<file path="src/rtl/burst_seq_pkg.sv">
package burst_seq_pkg;

  typedef enum logic [1:0] {
    CMD_HOLD  = 2'd0,
    CMD_DESEL = 2'd1,
    CMD_START = 2'd2,
    CMD_STEP  = 2'd3
  } burst_cmd_e;

endpackage

</file>
<file path="src/rtl/burst_cmd_decode.sv">
module burst_cmd_decode
  import burst_seq_pkg::*;
(
  input  logic       strb_proc_n,
  input  logic       strb_ctrl_n,
  input  logic       adv_n,
  input  logic       sel_a_n,
  input  logic       sel_b,
  input  logic       sel_c_n,
  output burst_cmd_e cmd,
  output logic       force_read
);

  logic chip_sel;
  logic proc_live;

  assign chip_sel  = !sel_a_n && sel_b && !sel_c_n;
  // first select gates the processor strobe off entirely
  assign proc_live = !strb_proc_n && !sel_a_n;

  always_comb begin
    cmd        = CMD_HOLD;
    force_read = 1'b0;
    if (proc_live) begin
      cmd        = chip_sel ? CMD_START : CMD_DESEL;
      force_read = 1'b1;
    end else if (!strb_ctrl_n) begin
      cmd = chip_sel ? CMD_START : CMD_DESEL;
    end else if (!adv_n) begin
      cmd = CMD_STEP;
    end else begin
      cmd = CMD_HOLD;
    end
  end

endmodule

</file>
<file path="src/rtl/burst_counter.sv">
module burst_counter
  import burst_seq_pkg::*;
#(
  parameter int BW = 2
) (
  input  logic          clk,
  input  logic          rst,
  input  burst_cmd_e    cmd,
  input  logic          force_read,
  input  logic          wr_req,
  output logic [BW-1:0] cnt,
  output logic          valid,
  output logic          wr
);

  always_ff @(posedge clk) begin
    if (rst) begin
      cnt   <= '0;
      valid <= 1'b0;
      wr    <= 1'b0;
    end else begin
      unique case (cmd)
        CMD_START: begin
          cnt   <= '0;
          valid <= 1'b1;
          wr    <= wr_req && !force_read;
        end
        CMD_DESEL: begin
          valid <= 1'b0;
        end
        CMD_STEP: begin
          if (valid) begin
            cnt <= cnt + 1'b1;
            wr  <= wr_req;
          end
        end
        default: begin
          if (valid) wr <= wr_req;
        end
      endcase
    end
  end

endmodule

</file>
<file path="src/rtl/burst_addr_map.sv">
module burst_addr_map #(
  parameter int AW = 20,
  parameter int BW = 2
) (
  input  logic          clk,
  input  logic          rst,
  input  logic          load,
  input  logic [AW-1:0] addr_in,
  input  logic [BW-1:0] cnt,
  input  logic          order_ilv,
  output logic [AW-1:0] word_addr
);

  logic [AW-1:0] base_q;
  logic [BW-1:0] start_off;
  logic [BW-1:0] cur_off;

  function automatic logic [BW-1:0] lin_offset(input logic [BW-1:0] s,
                                               input logic [BW-1:0] c);
    return s + c;
  endfunction

  function automatic logic [BW-1:0] ilv_offset(input logic [BW-1:0] s,
                                               input logic [BW-1:0] c);
    return s ^ c;
  endfunction

  always_ff @(posedge clk) begin
    if (rst)       base_q <= '0;
    else if (load) base_q <= addr_in;
  end

  assign start_off = base_q[BW-1:0];
  assign cur_off   = order_ilv ? ilv_offset(start_off, cnt)
                               : lin_offset(start_off, cnt);
  assign word_addr = {base_q[AW-1:BW], cur_off};

endmodule

</file>
<file path="src/rtl/burst_seq_ctrl.sv">
module burst_seq_ctrl
  import burst_seq_pkg::*;
#(
  parameter int AW = 20,
  parameter int BURST_BITS = 2
) (
  input  logic          clk,
  input  logic          rst,
  input  logic          strb_proc_n,
  input  logic          strb_ctrl_n,
  input  logic          adv_n,
  input  logic          sel_a_n,
  input  logic          sel_b,
  input  logic          sel_c_n,
  input  logic [AW-1:0] addr_in,
  input  logic          wr_req,
  input  logic          order_ilv,
  output logic [AW-1:0] word_addr,
  output logic          acc_valid,
  output logic          acc_write
);

  localparam int BW = BURST_BITS;

  burst_cmd_e    cmd;
  logic          force_read;
  logic [BW-1:0] burst_cnt;

  // named events for the checker
  logic start_evt;
  logic desel_evt;
  logic step_evt;
  logic hold_evt;

  assign start_evt = (cmd == CMD_START);
  assign desel_evt = (cmd == CMD_DESEL);
  assign step_evt  = (cmd == CMD_STEP);
  assign hold_evt  = (cmd == CMD_HOLD);

  burst_cmd_decode u_dec (
    .strb_proc_n (strb_proc_n),
    .strb_ctrl_n (strb_ctrl_n),
    .adv_n       (adv_n),
    .sel_a_n     (sel_a_n),
    .sel_b       (sel_b),
    .sel_c_n     (sel_c_n),
    .cmd         (cmd),
    .force_read  (force_read)
  );

  burst_counter #(.BW(BW)) u_cnt (
    .clk        (clk),
    .rst        (rst),
    .cmd        (cmd),
    .force_read (force_read),
    .wr_req     (wr_req),
    .cnt        (burst_cnt),
    .valid      (acc_valid),
    .wr         (acc_write)
  );

  burst_addr_map #(.AW(AW), .BW(BW)) u_map (
    .clk       (clk),
    .rst       (rst),
    .load      (start_evt),
    .addr_in   (addr_in),
    .cnt       (burst_cnt),
    .order_ilv (order_ilv),
    .word_addr (word_addr)
  );

endmodule

</file>
<file path="config.mk">
export PLATFORM = sky130hd
export DESIGN_NAME = burst_seq_ctrl
export DESIGN_NICKNAME = d
export VERILOG_FILES = /design/src/rtl/burst_seq_pkg.sv /design/src/rtl/burst_cmd_decode.sv /design/src/rtl/burst_counter.sv /design/src/rtl/burst_addr_map.sv /design/src/rtl/burst_seq_ctrl.sv
export SDC_FILE = /design/constraint.sdc
export NUM_CORES = 1
export LEC_CHECK = 0
export ABC_AREA = 0
export BUFFER_PORTS_ARGS = -buffer_cell sky130_fd_sc_hd__buf_2
export CORE_ASPECT_RATIO = 0.9
export CORE_UTILIZATION = 46
export DETAILED_ROUTE_END_ITERATION = 8
export PLACE_DENSITY = 0.78
export SLEW_MARGIN = 20
export SYNTH_ARGS = -nofsm -noshare
export SYNTH_HDL_FRONTEND = slang
export SYNTH_SLANG_ARGS = --single-unit
</file>
<file path="constraint.sdc">
create_clock -name clk -period 1.5 [get_ports clk]
set_clock_uncertainty 0.05 [all_clocks]
set_input_delay 0.075 -clock clk [delete_from_list [all_inputs] [get_ports clk]]
set_output_delay 0.075 -clock clk [all_outputs]
set_load 0.1 [all_outputs]
</file>
==> summary.md, run 1 <==
| Metric | Value |
|---|---|
| Top FF cell, synth | `dfxtp_1` |
| Tcrit/Tclk final | `97.2%` |
| Min Hold Slack | `0.0634 ns` |
| DRC Markers | `0` |
| Fin cells | `204` |
| Post-DP HPWL | `1630 um` |
| Core Area | `2260 um2` |
| Fmax | `686 MHz` |
| Share of cells above drive strength 1 | `37.3%` |
| Count of cell types in the netlist | `21` |
| Sw Pwr | `0.435 mW` |
| Critical Path Source Type | `register` |
| Die W | `54.8 um` |
| RSZ-0062 raised after global routing | `yes` |
| Synth Warn # | `0` |
| Cells after Synth | `122` |
| DR WL met3 | `116 um` |
| Post-Syn Area | `1150 um2` |
| Syn-to-layout area delta | `38.9%` |
| Switching part of the total power | `33.0%` |
| CTS clock-pin slew for the worst setup and hold paths | `0.12 ns` |
| Initial antenna violation count | `0` |
| Worst setup EP type | `output port` |
| Critical path peak fanout | `4` |
| Synth top area cells | `dfxtp_1 42%, mux2i_1 17%, buf_4 13%, nor2_1 7.8%, ha_1 5.4%` |
| Port Buffers | `51` |
| Rel. slew slack | `67.4%` |
| Total Routed Length | `2440 um` |
| Adder-Cell Fraction of Synth Area | `5.42%` |
| Root Driver | `clkbuf_4` |
| Reg power frac | `51.4%` |
| Die area | `2710 um2` |
| Met1 WL | `1080 um` |
| Vias in the first global route | `941` |
| Synth Area in Simple Gates | `10.2%` |
| Largest net degree at the start of global routing | `25` |
| Post-synthesis compound-gate area fraction | `8.46%` |
| Via/cell ratio | `4.75` |
| Most instantiated cells after synthesis | `24 x dfxtp_1, 24 x nor2_1, 20 x buf_4, 20 x mux2i_1, 5 x ha_1` |
| Final Slew Violations | `0` |
| Max clock buf depth | `2` |
| Total Power | `1.32 mW` |
| Initial DRC Count | `10` |
| CP required | `1.37 ns` |
| Clock sink total | `24` |
| CTS tree | `built` |
| Final antenna-violating net count | `0` |
| Largest family of logic cells by synthesized area | `multiplexers` |
| Drt pass-1 iters | `4` |
| IR drop worst, VDD | `0.000494 V` |
| CTS Buf Count | `3` |
| Leakage power | `0.740 nW` |
| WS Path Type | `reg -> out` |
| # setup viols final | `0` |
| Routed wire length on met2 | `1210 um` |
| Cell taking the most area after synthesis | `dfxtp_1` |
| P_int | `0.883 mW` |
| Top-area cell type share of the netlist area | `41.6%` |
| GP Congestion | `0.734` |
| CTS H-tree depth | `1` |
| ANT cells | `0` |
| Syn_nets | `157` |
| Crit path DAT | `1.33 ns` |
| IO Pins | `52` |
| Slew @ Worst Pin | `0.492 ns` |
| Syn_area_per_cell | `9.46 um2` |
| Final instance area | `1600 um2` |
| Max Cap Viol | `0` |
| Minimum clock period after layout | `1.46 ns` |
| Top Metal Used | `met4` |
| Fin. Hold Viols | `0` |
| Mux cell area share after synthesis | `17.4%` |
| Yosys reg bits | `24` |
| GRT Util Overall | `19.4%` |
| Routed wire length per instance | `12.0 um` |
| First-pass GRT wire length | `3830 um` |
| Outcome | `finished clean` |
| Power Density | `822 nW/um2` |
| XOR/XNOR Fraction of Synth Area | `1.52%` |
| Seq/Total Area, Yosys | `41.6%` |
| Final #Nets | `214` |
| Clock latency reported for the late side of the worst-skew pair | `0.29 ns` |
| Initial Util | `51.0%` |
| Via count | `968` |
| HP Class | `in -> reg` |
| Die H | `49.5 um` |
| Inst Count DP | `180` |
| Post-DP Area | `1340 um2` |
| Gate power share | `28.9%` |
| GRT overflow | `0` |
| Async SR Flop Fraction | `0%` |
| Number of synthesized flops with an enable pin | `0` |
| Std-Cell Rows | `16` |
| Part of the power in the clock network | `19.7%` |
[power by group through the flow]
stage	combinational, mW	sequential, mW	clock, mW
after global placement	0.327	0.691	0
final	0.381	0.677	0.260
after global routing	0.404	0.681	0.303
after detailed placement	0.334	0.691	0
after floorplan	0.235	0.727	0
after CTS	0.376	0.677	0.271
[state kept, by name (all words and copies together) (netlist names)]
register,flops
u_cnt.valid,1
u_map.base_q,20
u_cnt.wr,1
u_cnt.cnt,2
[through the flow]
stage | setup TNS [ns] | worst slack, ns | utilization [%]
global route | -0.0293 | -0.0293 | 70.9
finish | 0 | 0.0417 | 70.9
global placement | 0 | 0.0704 | 59.1
detailed placement | -0.0162 | -0.0123 | 59.1
CTS | 0 | 0.00592 | 69.7
floorplan | 0 | 0.112 | -
[path summary, 6_finish.rpt]
path / from / end / slack, ns / cells past startpoint
max: u_cnt.cnt[0] / word_addr[1] / 0.04 / 4
min: wr_req / u_cnt.wr / 0.06 / 4
max reg2reg: u_cnt.valid / u_cnt.wr / 0.50 / 3
min reg2reg: u_cnt.wr / u_cnt.wr / 0.43 / 2
[placed cells by master (no fill, tap or decap)]
cell type	n
buf_2	49
nor2_1	24
dfxtp_1	21
mux2i_1	20
dlygate4sd3_1	20
inv_1	4
ha_1	4
clkbuf_4	4
buf_4	4
o21ai_0	3
a21boi_1	3
a21oi_1	3
nand2_1	2
a211oi_1	2
dfxtp_2	2
o21ai_1	1
nand3_1	1
xnor2_2	1
nor2b_4	1
xnor2_4	1
o21bai_1	1
a211o_1	1
a21oi_2	1
nand4b_1	1
ha_4	1
buf_12	1
dfxtp_4	1
[routing by layer]
| layer | vias up | global-route usage [%] |
|---|---|---|
| met4 | 0 | 6.41 |
| met3 | 4 | 3.70 |
| met5 | - | 0 |
| met1 | 434 | 21.3 |
| li1 | 498 | - |
| met2 | 32 | 35.5 |
[worst max-delay path, cell delays in order, from the launching register on]
cell and delay, ns:
dfxtp_4 0.38, ha_4 0.15, nor2b_4 0.13, xnor2_4 0.18
buf_12 0.19
[kinds of logic (layout without fill, tap and decap cells)]
group	Yosys count	count (layout)
AOI/OAI and AO/OA	15	15
xor gates and xnor gates	2	2
adders and majority gates	5	5
buffers and inverters	27	82
DFF	24	24
muxes	20	20
and+or+nand+nor	29	29
[repair_timing]
item / in CTS / in global routing
endpoints found under the hold margin: 20 / 0
setup buffers: 0 / 1
resized for setup: 4 / 5
setup endpoints to repair: 2 / 2
hold buffers: 20 / 0
pin swaps: 0 / 2
[final cells by class]
class,count,area [um2]
fill,176,659
tap,27,33.8
clock buffer,3,22.5
inverter,4,15.0
multi-input combinational,71,542
sequential,24,487
timing repair buffer,75,503
No activity file was read; power rests on OpenSTA's default activity.
==> run 2, diff against run 1 <==
CELL_PAD_IN_SITES_DETAIL_PLACEMENT = 1   (was not set)
CELL_PAD_IN_SITES_GLOBAL_PLACEMENT = 1   (was not set)
CORE_UTILIZATION = 33   (was 46)
PLACE_DENSITY = not set   (was 0.78)
PLACE_DENSITY_LB_ADDON = 0.1   (was not set)
clock period = 1.57 ns   (was 1.5 ns; I/O delays follow)
==> summary.md, run 2 (synthesis results as in run 1) <==
| Metric | Value |
|---|---|
| Slew @ Worst Pin | `0.493 ns (+0.00157 ns)` |
| Final instance area | `1490 um2 (-7.0%)` |
| Die W | `64.3 um (+17%)` |
| Crit path depth | `4 (unchanged)` |
| Minimum clock period after layout | `1.48 ns` |
| Via count | `932 (-3.7%)` |
| CTS H-tree depth | `1 (unchanged)` |
| Register area | `483 um2 (-0.77%)` |
| Crit path DAT | `1.35 ns (+0.02 ns)` |
| CTS tree | `built` |
| Gate power share | `24.0% (-4.9 points)` |
| ANT cells | `0 (unchanged)` |
| CP max stage cell | `dfxtp_2` |
| Setup TNS Final | `0 ns (unchanged)` |
| Root Driver | `clkbuf_8` |
| Largest net degree at the start of global routing | `25 (unchanged)` |
| Post-DP HPWL | `1780 um (+9.0%)` |
| GP Congestion | `0.685 (-6.7%)` |
| Top flop regs | `u_map.base_q: 20 flops, u_cnt.cnt: 2 flops` |
| Area of the multi-input gates | `517 um2 (-4.6%)` |
| Port Buffers | `51 (unchanged)` |
| P_int | `0.955 mW (+8.1%)` |
| Tcrit/Tclk final | `94.1%` |
| IR drop worst, VDD | `0.000596 V (+21%)` |
| Final antenna-violating net count | `0 (unchanged)` |
| Share of cells above drive strength 1 | `38.0% (+0.75 points)` |
| Inst Count DP | `194 (+7.8%)` |
| Syn-to-layout area delta | `29.2%` |
| Post-DP Area | `1360 um2 (+1.8%)` |
| Most common cell after layout, fill and taps aside | `buf_2` |
| # setup viols final | `0 (unchanged)` |
| Max clock buf depth | `2 (unchanged)` |
| Worst setup EP type | `output port` |
| Initial DRC Count | `10 (unchanged)` |
| Fin cells | `205 (+0.49%)` |
| Die area | `3740 um2 (+38%)` |
| CP Buf/Inv Count | `1 (unchanged)` |
| IO Pins | `52 (unchanged)` |
| Layout Utilization | `46.8% (-24 points)` |
| Fin. Hold Viols | `0 (unchanged)` |
| Critical path peak fanout | `5 (+1)` |
| Max reg flops | `20 (unchanged)` |
| Final #Nets | `199 (-7.0%)` |
| Total Power | `1.39 mW (+5.8%)` |
| CP required | `1.44 ns (+0.07 ns)` |
| First-pass GRT wire length | `3880 um (+1.4%)` |
| Initial Util | `36.2% (-15 points)` |
| DRC Markers | `0 (unchanged)` |
| Std-Cell Rows | `19 (+3)` |
| Drt pass-1 iters | `3 (-1)` |
| Reg power frac | `46.4% (-5.0 points)` |
| CP Cell Sequence | `ha_1 > nor2b_2 > xnor2_4 > buf_12` |
| Total Routed Length | `2440 um (-0.20%)` |
| Vias in the first global route | `934 (-0.74%)` |
| Clock latency reported for the late side of the worst-skew pair | `0.26 ns (-0.03 ns)` |
| Rel. slew slack | `67.3% (-0.10 points)` |
| Fmax | `677 MHz` |
| Final Slew Violations | `0 (unchanged)` |
| Max stage delay on crit path | `0.37 ns (about the same)` |
| Crit path max-delay family | `flip-flops` |
| GRT Util Overall | `13.5% (-6.0 points)` |
| Part of the power in the clock network | `29.5% (+9.8 points)` |
| Power Density | `935 nW/um2 (+14%)` |
| Outcome | `finished clean` |
| Routed wire length per instance | `11.9 um (-0.69%)` |
| Clock sink total | `24 (unchanged)` |
| Leakage power | `0.693 nW (-6.3%)` |
| Sw Pwr | `0.439 mW (+0.90%)` |
| Most frequent cells in the layout | `50 x buf_2, 24 x nor2_1, 22 x dfxtp_1` |
| Critical Path Source Type | `register` |
| Initial antenna violation count | `0 (unchanged)` |
| CTS clock-pin slew for the worst setup and hold paths | `0.08 ns (-0.04 ns)` |
| Via/cell ratio | `4.55 (-4.2%)` |
| Largest register by flop count | `u_map.base_q` |
| Number of cells on the worst reg-to-reg path | `3 (unchanged)` |
| RSZ-0062 raised after global routing | `no` |
| WS Path Type | `reg -> out` |
| Filler cells | `384 (+120%)` |
| CTS Buf Count | `3 (unchanged)` |
| Switching part of the total power | `31.5% (-1.5 points)` |
| Core Area | `3190 um2 (+41%)` |
| WHS Path Cells | `3 (-1)` |
| HP Class | `in -> reg` |
| Max Cap Viol | `0 (unchanged)` |
| Die H | `58.1 um (+17%)` |
| GRT overflow | `0 (unchanged)` |
==> run 2: layout make-up <==
type | count | area share (%)
sequential | 24 | 32.4
tap | 42 | 3.53
multi-input combinational | 71 | 34.7
clock buffer | 4 | 3.69
inverter | 4 | 1.01
timing repair buffer | 60 | 24.7
==> run 2: path summary, 6_finish.rpt <==
check | slack [ns] | from | end
max | 0.09 | u_cnt.cnt[0] | word_addr[1]
min | 0.003 | addr_in[17] | u_map.base_q[17]
max reg2reg | 0.54 | u_cnt.valid | u_cnt.wr
min reg2reg | 0.44 | u_cnt.cnt[0] | u_cnt.cnt[0]
==> run 2: through the flow <==
| step | setup WS, ns | hold slack [ns] |
|---|---|---|
| floorplan | 0.178 | 0.0909 |
| global placement | 0.122 | 0.261 |
| detailed placement | 0.0314 | 0.276 |
| CTS | 0.00680 | 0.000170 |
| global route | 0.0194 | 0.00385 |
| finish | 0.0922 | 0.00260 |
==> run 2: worst register-to-register path, stage by stage (launching register included) <==
cell and delay (ns):
dfxtp_2 0.39, o21bai_1 0.10, a211o_1 0.30, a21oi_2 0.13
==> run 2: what timing repair did <==
item | CTS | global route
endpoints found under the hold margin | 7 | 0
resized for setup | 1 | 1
buffers inserted | 0 | 0
hold buffers | 7 | 0
setup endpoints to repair | 1 | 1
==> run 2: power by group through the flow <==
stage	sequential [mW]	combinational (mW)	clock [mW]
floorplan	0.694	0.224	0
global placement	0.660	0.317	0
detailed placement	0.661	0.324	0
CTS	0.647	0.339	0.431
global route	0.650	0.355	0.461
finish	0.647	0.335	0.412
==> run 2: metal layers <==
metal	routed length [um]	track usage, %	up-vias	share of wire [%]
met5	0	0	-	0
met4	30	5.71	0	1.2
met3	181	4.13	4	7.4
met2	1150	24.1	36	47
met1	1080	14.9	425	44
li1	-	-	467	-
==> run 3, diff against run 2 <==
PLACE_DENSITY = 0.87   (was not set)
PLACE_DENSITY_LB_ADDON = not set   (was 0.1)
==> summary.md, run 3 (synthesis results as in run 1) <==
| Metric | Value |
|---|---|
| Crit Reg-Reg Startpoint | `u_cnt.valid` |
| Fin. Hold Viols | `0 (unchanged)` |
| Leakage power | `0.680 nW (-1.8%)` |
| Number of buffers added for setup after CTS | `0 (unchanged)` |
| Final antenna-violating net count | `0 (unchanged)` |
| CTS tree | `built` |
| Reg2reg end | `u_cnt.wr` |
| Critical path peak fanout | `3 (-2)` |
| Crit path DAT | `1.36 ns (about the same)` |
| Root Driver | `clkbuf_8` |
| Reg power frac | `43.2% (-3.2 points)` |
| CTS clock-pin slew for the worst setup and hold paths | `0.08 ns (about the same)` |
| Initial DRC Count | `24 (+14)` |
| Top flop regs | `u_map.base_q: 20 flops, u_cnt.cnt: 2 flops` |
| Post-DP HPWL | `2030 um (+14%)` |
| Share of cells above drive strength 1 | `39.9% (+1.8 points)` |
| Die W | `64.3 um (unchanged)` |
| Gate power share | `21.7% (-2.3 points)` |
| Most frequent cells in the layout | `50 x buf_2, 24 x nor2_1, 22 x dfxtp_1` |
| ANT cells | `0 (unchanged)` |
| Rel. slew slack | `67.1% (-0.24 points)` |
| IR drop worst, VDD | `0.000350 V (-41%)` |
| Via/cell ratio | `4.51 (-0.91%)` |
| Area of the multi-input gates | `522 um2 (+0.97%)` |
| Register area | `483 um2 (unchanged)` |
| Largest register by flop count | `u_map.base_q` |
| Outcome | `finished clean` |
| CP max stage cell | `xnor2_1` |
| Die area | `3740 um2 (unchanged)` |
| Total Routed Length | `2510 um (+2.9%)` |
| Clock latency reported for the late side of the worst-skew pair | `0.26 ns (about the same)` |
| Syn-to-layout area delta | `26.5%` |
| Slew @ Worst Pin | `0.497 ns (+0.00360 ns)` |
| # setup viols final | `0 (unchanged)` |
| Core Area | `3190 um2 (unchanged)` |
| Crit path max-delay family | `XOR/XNOR gates` |
| Layout Utilization | `45.8% (-0.98 points)` |
| Power Density | `1030 nW/um2 (+10%)` |
| CP Buf/Inv Count | `1 (unchanged)` |
| RSZ-0062 raised after global routing | `no` |
| CTS Buf Count | `3 (unchanged)` |
| Min-delay src | `addr_in[10]` |
| Crit path from | `u_cnt.cnt[1]` |
| Worst hold path endpoint | `u_map.base_q[10]` |
| Routed wire length per instance | `12.5 um (+5.4%)` |
| Worst setup EP type | `output port` |
| Part of the power in the clock network | `35.1% (+5.6 points)` |
| Max reg flops | `20 (unchanged)` |
| Flop2flop setup slack | `0.57 ns (+0.03 ns)` |
| GP Congestion | `0.739 (+7.8%)` |
| Port Buffers | `51 (unchanged)` |
| Max stage delay on crit path | `0.38 ns (about the same)` |
| Drt pass-1 iters | `3 (unchanged)` |
| CP Cell Sequence | `xnor2_1 > xnor2_4 > buf_12` |
| GRT overflow | `0 (unchanged)` |
| Final #Nets | `194 (-2.5%)` |
| CP required | `1.44 ns (about the same)` |
| Fmax | `673 MHz (-0.62%)` |
| Most common cell after layout, fill and taps aside | `buf_2` |
| Max clock buf depth | `2 (unchanged)` |
| GRT Util Overall | `14.0% (+0.47 points)` |
| Vias in the first global route | `906 (-3.0%)` |
| Sw Pwr | `0.438 mW (-0.30%)` |
| Die H | `58.1 um (unchanged)` |
| Via count | `901 (-3.3%)` |
| DRC Markers | `0 (unchanged)` |
| Final Slew Violations | `0 (unchanged)` |
| Minimum clock period after layout | `1.49 ns (+0.00920 ns)` |
| Initial Util | `36.2% (unchanged)` |
| Max Cap Viol | `0 (unchanged)` |
| Setup TNS Final | `0 ns (unchanged)` |
| Switching part of the total power | `29.2% (-2.3 points)` |
| P_int | `1.06 mW (+11%)` |
| Filler cells | `391 (+1.8%)` |
| First-pass GRT wire length | `4000 um (+2.9%)` |
| WHS Path Cells | `3 (unchanged)` |
| Tcrit/Tclk final | `94.7% (+0.59 points)` |
| Critical Path Source Type | `register` |
| IO Pins | `52 (unchanged)` |
| Number of cells on the worst reg-to-reg path | `3 (unchanged)` |
| HP Class | `in -> reg` |
| WS Path Type | `reg -> out` |
| Std-Cell Rows | `19 (unchanged)` |
| Largest net degree at the start of global routing | `25 (unchanged)` |
| Clock sink total | `24 (unchanged)` |
| CTS H-tree depth | `1 (unchanged)` |
| Initial antenna violation count | `0 (unchanged)` |
==> run 3: worst max path at each step <==
stage                                 end  slack [ns]  cells past startpoint
final                        word_addr[1]        0.08                      3
after global routing         word_addr[1]       0.003                      3
after CTS                    word_addr[1]        0.03                      4
after detailed placement  u_map.base_q[6]       -0.05                      8
after global placement    u_map.base_q[9]        0.11                      8
after floorplan              word_addr[1]        0.18                      3
==> run 3: worst min-delay path, cell delays in order <==
cell and delay, ns:
buf_2 0.08, mux2i_1 0.06, nor2_1 0.07
==> run 3: power by group through the flow <==
stage          logic (mW)  clock network [mW]  registers, mW
6_report            0.326               0.527          0.648
5_1_grt             0.346               0.564          0.651
4_1_cts             0.329               0.537          0.648
3_5_place_dp        0.326                   0          0.662
3_3_place_gp        0.317                   0          0.660
2_1_floorplan       0.224                   0          0.694
==> run 3: cell type report <==
class	count	area share, %
clock inverters	1	2.06
multi-input cells	71	35.8
repair buffers	55	21.6
flip-flops and latches	24	33.1
inverters	4	1.03
clock buffers	3	2.83
well taps	42	3.60
==> run 3: routing by layer <==
| layer | up-vias | GRT usage [%] | routed length, um |
|---|---|---|---|
| met1 | 410 | 15.5 | 1030 |
| li1 | 455 | - | - |
| met2 | 32 | 25.9 | 1310 |
| met3 | 4 | 2.95 | 138 |
| met5 | - | 0 | 0 |
| met4 | 0 | 5.71 | 25 |
==> run 3: per-stage QoR <==
step,hold slack [ns],power (mW),worst slack [ns],cells,area [um2]
2_1_floorplan,0.0909,0.918,0.178,122,1170
3_3_place_gp,0.267,0.978,0.107,195,1370
3_5_place_dp,0.275,0.988,-0.0482,195,1370
4_1_cts,0.000490,1.51,0.0303,200,1460
5_1_grt,0.0126,1.56,0.00331,200,1460
6_report,0.00203,1.50,0.0830,200,1460
==> run 3: what timing repair did <==
item | in CTS | in global routing
endpoints found under the hold margin | 1 | 0
setup endpoints to repair | 1 | 1
hold buffers | 1 | 0
gates resized for setup | 2 | 1
